File: config.mk
export PLATFORM = sky130hd
export DESIGN_NAME = byteDmaEngine
export DESIGN_NICKNAME = d
export VERILOG_FILES = /design/src/rtl/byteDmaPkg.sv /design/src/rtl/byteDmaData.sv /design/src/rtl/byteDmaCtrl.sv /design/src/rtl/byteDmaEngine.sv
export SDC_FILE = /design/constraint.sdc
export NUM_CORES = 1
export LEC_CHECK = 0
export CORE_MARGIN = 2
export CORE_UTILIZATION = 40
export CTS_CLUSTER_DIAMETER = 60
export CTS_CLUSTER_SIZE = 8
export DETAILED_ROUTE_END_ITERATION = 12
export GPL_TIMING_DRIVEN = 0
export PLACE_DENSITY_LB_ADDON = 0.3
export SLEW_MARGIN = 20
export SYNTH_ARGS = -nofsm -noshare
export SYNTH_HDL_FRONTEND = slang
export SYNTH_SLANG_ARGS = --single-unit
File: constraint.sdc
create_clock -name clk -period 2.95 [get_ports clk]
set_input_delay 0.59 -clock clk [delete_from_list [all_inputs] [get_ports clk]]
set_output_delay 0.59 -clock clk [all_outputs]
set_load 0.1 [all_outputs]
File: src/rtl/byteDmaPkg.sv
package byteDmaPkg;
  timeunit 1ns;
  timeprecision 10ps;

  typedef enum logic [2:0] {
    ST_IDLE, ST_FETCH, ST_LATCH, ST_ARB, ST_ACCESS, ST_COMMIT
  } dmaStateT;

  typedef enum logic [1:0] {
    FMT_PROG24 = 2'b00,
    FMT_DATA16 = 2'b01,
    FMT_HIGH8  = 2'b10,
    FMT_LOW8   = 2'b11
  } byteFmtT;

  localparam logic [2:0] SEL_INTADDR = 3'd0;
  localparam logic [2:0] SEL_OFFSET  = 3'd1;
  localparam logic [2:0] SEL_PAGE    = 3'd2;
  localparam logic [2:0] SEL_MODE    = 3'd3;
  localparam logic [2:0] SEL_WAIT    = 3'd4;
  localparam logic [2:0] SEL_COUNT   = 3'd5;

  // Strobes from the sequencer to the datapath
  typedef struct packed {
    logic startXfer;
    logic clrShift;
    logic shiftIn;
    logic shiftOut;
    logic loadOut;
    logic incExt;
    logic incInt;
    logic decCount;
  } dmaCtlT;

  // Bytes per word, minus one
  function automatic logic [1:0] bytesLess1(input byteFmtT f);
    case (f)
      FMT_PROG24: return 2'd2;
      FMT_DATA16: return 2'd1;
      default:    return 2'd0;
    endcase
  endfunction
endpackage

File: src/rtl/byteDmaData.sv
module byteDmaData
  import byteDmaPkg::*;
#(
  parameter int INT_AW = 14,
  parameter int OFF_W  = 14,
  parameter int PAGE_W = 8,
  parameter int CNT_W  = 14,
  parameter int WAIT_W = 3,
  parameter int CFG_W  = 14,
  localparam int EXT_W = OFF_W + PAGE_W,
  localparam int WORD_W = 24
) (
  input  logic              clk,
  input  logic              rstN,
  input  logic              cfgWrEn,
  input  logic [2:0]        cfgSel,
  input  logic [CFG_W-1:0]  cfgWrData,
  input  logic              busy,
  input  dmaCtlT            ctl,
  input  logic [7:0]        extDataIn,
  input  logic [WORD_W-1:0] memRdData,
  output logic              startReq,
  output byteFmtT           fmt,
  output logic              dirStore,
  output logic [WAIT_W-1:0] waitCfg,
  output logic              lastWord,
  output logic [EXT_W-1:0]  extAddr,
  output logic [7:0]        extDataOut,
  output logic [INT_AW-1:0] memAddr,
  output logic [WORD_W-1:0] memWrData,
  output logic [CNT_W-1:0]  statCount
);
  timeunit 1ns;
  timeprecision 10ps;

  logic [INT_AW-1:0] intAddr;
  logic [EXT_W-1:0]  extPtr;
  logic [CNT_W-1:0]  wordCnt;
  logic [WORD_W-1:0] shiftReg;
  logic [WORD_W-1:0] alignedRd;

  assign startReq = cfgWrEn && !busy && (cfgSel == SEL_COUNT) &&
                    (cfgWrData[CNT_W-1:0] != '0);

  // Settings and address counters
  always_ff @(posedge clk or negedge rstN) begin
    if (!rstN) begin
      intAddr  <= '0;
      extPtr   <= '0;
      fmt      <= FMT_PROG24;
      dirStore <= 1'b0;
      waitCfg  <= '0;
    end else begin
      if (cfgWrEn && !busy) begin
        case (cfgSel)
          SEL_INTADDR: intAddr <= cfgWrData[INT_AW-1:0];
          SEL_OFFSET:  extPtr[OFF_W-1:0] <= cfgWrData[OFF_W-1:0];
          SEL_PAGE:    extPtr[EXT_W-1:OFF_W] <= cfgWrData[PAGE_W-1:0];
          SEL_MODE: begin
            dirStore <= cfgWrData[0];
            fmt      <= byteFmtT'(cfgWrData[2:1]);
          end
          SEL_WAIT:    waitCfg <= cfgWrData[WAIT_W-1:0];
          default: ;
        endcase
      end
      if (ctl.incInt) intAddr <= intAddr + 1'b1;
      if (ctl.incExt) extPtr <= extPtr + 1'b1;
    end
  end

  // Word counter
  always_ff @(posedge clk or negedge rstN) begin
    if (!rstN)             wordCnt <= '0;
    else if (ctl.startXfer) wordCnt <= cfgWrData[CNT_W-1:0];
    else if (ctl.decCount)  wordCnt <= wordCnt - 1'b1;
  end

  // Store: fetched word placed so the first byte to send sits on top
  always_comb begin
    case (fmt)
      FMT_PROG24: alignedRd = memRdData;
      FMT_DATA16: alignedRd = {memRdData[15:0], 8'h00};
      FMT_HIGH8:  alignedRd = {memRdData[15:8], 16'h0000};
      default:    alignedRd = {memRdData[7:0], 16'h0000};
    endcase
  end

  // Shared shift register: assembles on loads, drains on stores
  always_ff @(posedge clk or negedge rstN) begin
    if (!rstN)             shiftReg <= '0;
    else if (ctl.clrShift) shiftReg <= '0;
    else if (ctl.loadOut)  shiftReg <= alignedRd;
    else if (ctl.shiftIn)  shiftReg <= {shiftReg[WORD_W-9:0], extDataIn};
    else if (ctl.shiftOut) shiftReg <= {shiftReg[WORD_W-9:0], 8'h00};
  end

  // Load: assembled bytes placed into the word fields of the format
  always_comb begin
    case (fmt)
      FMT_PROG24: memWrData = shiftReg;
      FMT_DATA16: memWrData = {8'h00, shiftReg[15:0]};
      FMT_HIGH8:  memWrData = {8'h00, shiftReg[7:0], 8'h00};
      default:    memWrData = {16'h0000, shiftReg[7:0]};
    endcase
  end

  assign extDataOut = shiftReg[WORD_W-1:WORD_W-8];
  assign extAddr    = extPtr;
  assign memAddr    = intAddr;
  assign statCount  = wordCnt;
  assign lastWord   = (wordCnt == {{(CNT_W-1){1'b0}}, 1'b1});


  count_step_chk: assert property (@(posedge clk) disable iff (!rstN)
    (busy && !ctl.startXfer && $past(busy)) |-> (wordCnt <= $past(wordCnt)));


  busy_cfg_chk: assert property (@(posedge clk) disable iff (!rstN)
    (busy && cfgWrEn && cfgSel == SEL_MODE) |=> ($stable(fmt) && $stable(dirStore)));
endmodule

File: src/rtl/byteDmaCtrl.sv
module byteDmaCtrl
  import byteDmaPkg::*;
#(
  parameter int WAIT_W = 3
) (
  input  logic              clk,
  input  logic              rstN,
  input  logic              startReq,
  input  byteFmtT           fmt,
  input  logic              dirStore,
  input  logic [WAIT_W-1:0] waitCfg,
  input  logic              lastWord,
  input  logic              cpuExtAccess,
  output dmaCtlT            ctl,
  output logic              busy,
  output logic              extReq,
  output logic              extRd,
  output logic              extWr,
  output logic              memRdEn,
  output logic              memWrEn,
  output logic              doneIrq
);
  timeunit 1ns;
  timeprecision 10ps;

  dmaStateT          state, nxtState;
  logic [WAIT_W-1:0] waitCnt;
  logic [1:0]        byteLeft;
  logic              finish;
  logic              byteDone;
  logic              wordStart;

  assign byteDone = (state == ST_ACCESS) && (waitCnt == '0);

  always_comb begin
    ctl       = '0;
    nxtState  = state;
    finish    = 1'b0;
    wordStart = 1'b0;
    case (state)
      ST_IDLE: begin
        if (startReq) begin
          ctl.startXfer = 1'b1;
          ctl.clrShift  = 1'b1;
          wordStart     = 1'b1;
          nxtState      = dirStore ? ST_FETCH : ST_ARB;
        end
      end
      ST_FETCH: nxtState = ST_LATCH;
      ST_LATCH: begin
        ctl.loadOut = 1'b1;
        ctl.incInt  = 1'b1;
        nxtState    = ST_ARB;
      end
      ST_ARB: begin
        if (!cpuExtAccess) nxtState = ST_ACCESS;
      end
      ST_ACCESS: begin
        if (byteDone) begin
          ctl.incExt = 1'b1;
          if (dirStore) ctl.shiftOut = 1'b1;
          else          ctl.shiftIn  = 1'b1;
          if (byteLeft != 2'd0) begin
            nxtState = ST_ARB;
          end else if (!dirStore) begin
            nxtState = ST_COMMIT;
          end else begin
            ctl.decCount = 1'b1;
            if (lastWord) begin
              nxtState = ST_IDLE;
              finish   = 1'b1;
            end else begin
              nxtState  = ST_FETCH;
              wordStart = 1'b1;
            end
          end
        end
      end
      ST_COMMIT: begin
        ctl.incInt   = 1'b1;
        ctl.decCount = 1'b1;
        ctl.clrShift = 1'b1;
        if (lastWord) begin
          nxtState = ST_IDLE;
          finish   = 1'b1;
        end else begin
          nxtState  = ST_ARB;
          wordStart = 1'b1;
        end
      end
      default: nxtState = ST_IDLE;
    endcase
  end

  always_ff @(posedge clk or negedge rstN) begin
    if (!rstN) begin
      state    <= ST_IDLE;
      waitCnt  <= '0;
      byteLeft <= '0;
      doneIrq  <= 1'b0;
    end else begin
      state   <= nxtState;
      doneIrq <= finish;
      if (state != ST_ACCESS && nxtState == ST_ACCESS) waitCnt <= waitCfg;
      else if (state == ST_ACCESS && waitCnt != '0)     waitCnt <= waitCnt - 1'b1;
      if (wordStart)                          byteLeft <= bytesLess1(fmt);
      else if (byteDone && byteLeft != 2'd0)  byteLeft <= byteLeft - 1'b1;
    end
  end

  assign busy    = (state != ST_IDLE);
  assign extReq  = (state == ST_ARB) || (state == ST_ACCESS);
  assign extRd   = (state == ST_ACCESS) && !dirStore;
  assign extWr   = (state == ST_ACCESS) && dirStore;
  assign memRdEn = (state == ST_FETCH);
  assign memWrEn = (state == ST_COMMIT);


  cpu_priority_chk: assert property (@(posedge clk) disable iff (!rstN)
    (state == ST_ARB && cpuExtAccess) |=> !(extRd || extWr));


  one_resource_chk: assert property (@(posedge clk) disable iff (!rstN)
    $onehot0({extRd, extWr, memRdEn, memWrEn}));


  irq_pulse_chk: assert property (@(posedge clk) disable iff (!rstN)
    doneIrq |=> !doneIrq);
endmodule

File: src/rtl/byteDmaEngine.sv
module byteDmaEngine
  import byteDmaPkg::*;
#(
  parameter int INT_AW = 14,
  parameter int OFF_W  = 14,
  parameter int PAGE_W = 8,
  parameter int CNT_W  = 14,
  parameter int WAIT_W = 3,
  parameter int CFG_W  = 14,
  localparam int EXT_W = OFF_W + PAGE_W,
  localparam int WORD_W = 24
) (
  input  logic              clk,
  input  logic              rstN,
  input  logic              cfgWrEn,
  input  logic [2:0]        cfgSel,
  input  logic [CFG_W-1:0]  cfgWrData,
  output logic [CNT_W-1:0]  statCount,
  output logic              busy,
  output logic              doneIrq,
  input  logic              cpuExtAccess,
  output logic              extReq,
  output logic [EXT_W-1:0]  extAddr,
  output logic              extRd,
  output logic              extWr,
  input  logic [7:0]        extDataIn,
  output logic [7:0]        extDataOut,
  output logic              extDataOe,
  output logic [INT_AW-1:0] memAddr,
  output logic              memRdEn,
  output logic              memWrEn,
  output logic              memIsProg,
  output logic [WORD_W-1:0] memWrData,
  input  logic [WORD_W-1:0] memRdData
);
  timeunit 1ns;
  timeprecision 10ps;

  dmaCtlT            ctl;
  byteFmtT           fmt;
  logic              dirStore;
  logic              startReq;
  logic              lastWord;
  logic [WAIT_W-1:0] waitCfg;

  byteDmaData #(
    .INT_AW(INT_AW), .OFF_W(OFF_W), .PAGE_W(PAGE_W),
    .CNT_W(CNT_W), .WAIT_W(WAIT_W), .CFG_W(CFG_W)
  ) uData (
    .clk(clk), .rstN(rstN), .cfgWrEn(cfgWrEn), .cfgSel(cfgSel),
    .cfgWrData(cfgWrData), .busy(busy), .ctl(ctl), .extDataIn(extDataIn),
    .memRdData(memRdData), .startReq(startReq), .fmt(fmt),
    .dirStore(dirStore), .waitCfg(waitCfg), .lastWord(lastWord),
    .extAddr(extAddr), .extDataOut(extDataOut), .memAddr(memAddr),
    .memWrData(memWrData), .statCount(statCount)
  );

  byteDmaCtrl #(.WAIT_W(WAIT_W)) uCtrl (
    .clk(clk), .rstN(rstN), .startReq(startReq), .fmt(fmt),
    .dirStore(dirStore), .waitCfg(waitCfg), .lastWord(lastWord),
    .cpuExtAccess(cpuExtAccess), .ctl(ctl), .busy(busy), .extReq(extReq),
    .extRd(extRd), .extWr(extWr), .memRdEn(memRdEn), .memWrEn(memWrEn),
    .doneIrq(doneIrq)
  );

  assign extDataOe = extWr;
  assign memIsProg = (fmt == FMT_PROG24);


  done_count_chk: assert property (@(posedge clk) disable iff (!rstN)
    doneIrq |-> (statCount == '0 && !busy));


  zero_fill_chk: assert property (@(posedge clk) disable iff (!rstN)
    (memWrEn && fmt != FMT_PROG24) |-> (memWrData[WORD_W-1:WORD_W-8] == 8'h00));


  addr_hold_chk: assert property (@(posedge clk) disable iff (!rstN)
    ((extRd || extWr) && $past(extRd || extWr)) |-> $stable(extAddr));
endmodule

# Yosys cells after proc, flatten, opt, wreduce, memory -nomap -nowiden
# Index checks and enable logic that the tools add are counted.
[word_totals]
elab_cells = 121
in_bits = 53
out_inout_bits = 91
reg_bits = 89
[op_classes]
n_eq_ne = 15
reduce_logical = 35
n_addsub = 5
n_mux = 54
[op_table]
columns = ["cell", "n"]
rows = [
  ["24-bit one-hot mux with 3 select lines", 2],
  ["24-bit 2-to-1 mux", 4],
  ["14-bit 2-to-1 mux", 6],
  ["22-bit 2-to-1 mux", 2],
  ["22-bit by 1-bit adder with 22-bit output, second input constant", 1],
  ["3-bit 2-to-1 mux", 7],
  ["1-bit 2-to-1 mux", 19],
  ["3-bit one-hot mux with 6 select lines", 1],
  ["2-bit nonzero test", 9],
  ["3-bit equality test, second input constant", 5],
  ["14-bit by 1-bit adder with 14-bit output, second input constant", 1],
  ["14-bit by 1-bit equality test with 1-bit output, second input constant", 1],
  ["2-bit 2-to-1 mux", 7],
  ["14-bit nonzero test", 1],
  ["14-bit by 1-bit subtractor with 14-bit output, second input constant", 1],
  ["3-bit by 2-bit equality test with 1-bit output, second input constant", 4],
  ["2-bit AND reduction", 5],
  ["1-bit logical AND", 9],
  ["3-bit logical NOT", 3],
  ["8-bit 2-to-1 mux", 1],
  ["3-bit by 1-bit equality test with 1-bit output, second input constant", 2],
  ["1-bit one-hot mux with 2 select lines", 3],
  ["3-bit nonzero test", 2],
  ["2-bit one-hot mux with 2 select lines", 1],
  ["other kinds (11)", 12],
]

# Depth between registers and ports, before layout
[depth]
depth_word = 10
ltp_mapped = 9
ltp_nobuf = 7

# Modules after synthesis
# Synthesis repeated with hierarchy kept, for this count alone.
[unflattened]
cells_unflattened = 650
hier_area_um2 = 5896.9
[modules_own_cells]
columns = ["module", "seq_area_each_um2", "cells_each", "area_per_inst_um2", "n_inst"]
rows = [
  ["byteDmaData", 2001.9, 568, 5216.3, 1],
  ["byteDmaCtrl", 225.2, 80, 669.4, 1],
  ["byteDmaEngine", 0.0, 2, 11.3, 1],
]

# Least setup slack after synthesis
# No wires, ideal clock.
[synth_timing]
path_kind = "flip-flop to output port"
start = "register uData.fmt[0]"
end = "output port memWrData[16]"
slack_ns = -1.057
required_ns = 2.360
path_buffers = 3
path_stages_with_launch = 6
arrival_time_ns = 3.417
path_cell_list = "dfrtp_1 clkbuf_1 clkbuf_1 clkbuf_1 nor2_1 and2_1"
[synth_via]
elab_chain_cells = 2
elab_cells_between_ends = 4
classes_between = "eq/ne: 2; mux: 1; reduce/logical: 1"
[synth_rtl]
columns = ["item", "line", "rtl"]
rows = [
  ["start, declared", "byteDmaData.sv:23", "output byteFmtT fmt,"],
  ["start signal, assigned", "byteDmaData.sv:61", "fmt <= byteFmtT'(cfgWrData[2:1]);"],
  ["2-bit logical NOT", "--", ""],
  ["via memIsProg", "byteDmaEngine.sv:32", "output logic memIsProg,"],
  ["24-bit one-hot mux with 3 select lines", "byteDmaData.sv:100", "case (fmt)"],
  ["end, declared", "byteDmaEngine.sv:33", "output logic [WORD_W-1:0] memWrData,"],
]
# The timed path passes the listed nets, and every way through them passes these cells.

# Worst setup path after layout
[layout_timing]
start = "register uCtrl.state[0]"
end = "output port extRd"
[layout_via]
elab_chain_cells = 2
[layout_rtl]
columns = ["item", "line", "rtl"]
rows = [
  ["start, declared", "byteDmaCtrl.sv:26", "dmaStateT state, nxtState;"],
  ["start signal, assigned", "byteDmaCtrl.sv:102", "state <= nxtState;"],
  ["3-bit equality test", "byteDmaCtrl.sv:113", "assign extRd = (state == ST_ACCESS) && !dirStore;"],
  ["1-bit logical AND", "byteDmaCtrl.sv:113", ""],
  ["end, declared", "byteDmaEngine.sv:24", "output logic extRd,"],
]
# Every way passes these cells.

==> results.toml <==
[run_status]
status = "finished, final reports clean"

[yosys]
synth_edf_count = 0
synth_adder_area_share_pct = 1.64
postSynthAreaPerCell_um2 = 9.03
yosysSeqAreaShare_pct = 41.8
synth-compound-area-share_pct = 23.2
ys_seq_elements = 89
syn_area_um2 = 5330
synth_top_area_share_pct = 41.8
ys.flop_type = "dfrtp_1"
ys_async_sr_fraction_pct = 100
synthCells = 590
yosys-top-cells-area = "dfrtp_1 42%, a211oi_1 4.5%, nor2_1 4.2%, a21oi_1 3.8%, nand2_1 3.0%"
synth.distinct_cells = 61
synth_area_leader_cell = "dfrtp_1"
synth_warnings = 0
yosys.area_share.simple_pct = 23.1
synthMuxAreaShare_pct = 3.36
synth_nets = 650
synth_top_family_by_area = "compound AO/OA/AOI/OAI gates"
synth_xor_area_share_pct = 1.81

[sta]
tightestPinTransition_ns = 1.03
slew_headroom_pct = 31.1
finalSetupViolCount = 0
finalHoldViolCount = 0
timing.clock.skew_ns = 0.00651
slew_violations = 0
final.min_clock_period_ns = 2.88
max_freq_mhz = 347
timing.final.crit_share_pct = 97.6
rsz0062_at_grt = "no"

[worst_setup_path]
critPathArrivalTime_ns = 2.29
worstSetupEndpoint = "extRd"
crit_path_end_kind = "output pin"
rr_endpoint = "uData.shiftReg[5]"
crit_required_ns = 2.36
crit_type = "flip-flop to output pin"
r2r-start = "uCtrl.state[0]"
critPathLaunchType = "flip-flop"
rr_worst_depth = 8
worstPathMaxFanout = 7
crit_start = "uCtrl.state[0]"
reg2reg_slack_ns = 0.32

[global_routing]
gr-total-overflow = 0
first_global_vias = 5076
grt_pass1_wl_mm = 26.5
antenna_found_initial = 0
grt_use_total_pct = 23.4
grt_max_degree = 50

[clocking]
htreeDepth = 3
clock_sinks = 89
cts_inserted_buffers = 9
tritoncts = "done"
cts_hold_buf = 0
worstSkewPairLatency_ns = 0.34
cts_buffer_depth = 2
cts_setup_buffers = 0
clkTransAtPathRegs_ns = 0.06
cts-root-buf = "clkbuf_16"

[place]
placed_area_um2 = 7010
port_buffers = 141
routabilityCongestion = 0.906
place_hpwl_mm = 12.3

[final_layout]
syn2layout_area_growth_pct = 35.4
layout.nets = 801
drive_above_1_share_pct = 12.9
n_antenna_cell = 0
final_area_um2 = 7220

[drt]
wire_per_inst_um = 18.1
via_per_inst = 5.79
num_vias = 5337
drc = 0
wl_mm = 16.6
drt_iter0_drc = 544
drtAntennaViolNets = 0
first_pass_iters = 7

[job]
max_cap_viol_count = 0

[die]
design.core.area_um2 = 13100
rows = 42
die_y_um = 119
initial_utilization_pct = 40.6
die-area_um2 = 14300
die_x_um = 119
io-pin-count = 144

[hold_path]
hp-class = "primary input to async pin"
[cell type report]
class	instances	area, um^2
Fill cell	1221	5920
Multi-Input combinational cell	438	2870
Sequential cell	89	2230
Timing Repair Buffer	142	1350
Clock buffer	11	243
Tap cell	176	220
Buffer	45	214
Inverter	16	60.1
Clock inverter	4	28.8
[sequential cells by signal, summed over array words and instances (netlist names), 2 cells and up]
name and count:
uData.statCount 14, uData.fmt 2, uData.memAddr 14, uData.extAddr 22
uData.waitCfg 3, uCtrl.waitCnt 3, uData.shiftReg 24, uCtrl.state 3
uCtrl.byteLeft 2
[cells in the final DEF, fill, tap and decap left out, types with 18 or more instances in the layout]
cell             netlist  final
nand2_1               43     43
a211oi_1              32     32
nor2_1                59     56
clkbuf_1              34     28
a21oi_1               40     40
o2bb2ai_1             18     18
nor3_1                22     21
clkdlybuf4s50_1        0    108
dfrtp_1               89     88
buf_4                  9     19
[worst min path at each step]
stage,end,start,slack [ns],cells after the start
final,uData.shiftReg[7],rstN,0.25,1
after floorplan,uCtrl.byteLeft[0],rstN,0.29,0
after global placement,uCtrl.waitCnt[2],uData.waitCfg[2],0.47,2
after CTS,uData.shiftReg[1],rstN,0.26,1
after global routing,uData.shiftReg[3],rstN,0.29,1
after detailed placement,uCtrl.waitCnt[1],uData.waitCfg[1],0.48,2
[repair_timing]
| action | CTS | global route |
|---|---|---|
| hold endpoints to repair | 0 | 0 |
| gates resized for setup | 125 | 36 |
| endpoints found under the setup margin | 32 | 42 |
[cells by family (layout without fill, tap and decap cells)]
group                    after synthesis  after routing
AO/OA/AOI/OAI                        174            174
XOR/XNOR                              11             11
adder cells (fa/ha/maj)                7              7
buffers and inverters                 63            218
flip-flops                            89             89
multiplexers                          17             17
AND/OR/NAND/NOR                      229            229
[per-layer routing]
layer	global-route usage (%)	share of wire, %	vias to the layer above
met5	0	0	-
met4	6.40	1.5	0
met3	5.75	7.4	23
met2	37.5	47	203
met1	31.7	45	2617
li1	-	-	2494
[metrics by stage]
step | utilization (%) | hold WS (ns) | std cells | setup WS [ns] | setup TNS (ns)
6_report | 54.9 | 0.250 | 921 | 0.0710 | 0
5_1_grt | 54.9 | 0.290 | 921 | 0.000685 | 0
3_3_place_gp | 53.2 | 0.465 | 907 | -1.97 | -194.66
3_5_place_dp | 53.4 | 0.479 | 908 | -0.914 | -23.35
2_1_floorplan | - | 0.294 | 590 | -0.385 | -2.12
4_1_cts | 55.3 | 0.264 | 922 | 0.00505 | 0
[critical path: stages, from the launching register on]
cell	delay [ns]
dfrtp_1	0.43
or3b_2	0.45
clkbuf_1	0.26
nor2_1	0.24
clkdlybuf4s18_2	0.57
[synth_stat cells (all sizes together) (11+ instances only)]
master and n:
a211oi 32, a21oi 40, a311oi 12, and2 19
buf 13, clkbuf 34, dfrtp 89, inv 16
nand2 43, nand3 13, nor2 59, nor2b 11
nor3 23, o21ai 15, o22ai 11, o2bb2ai 18
Power is not shown: default switching activity piles up to over one toggle a cycle in this logic, so the estimate is an artifact.
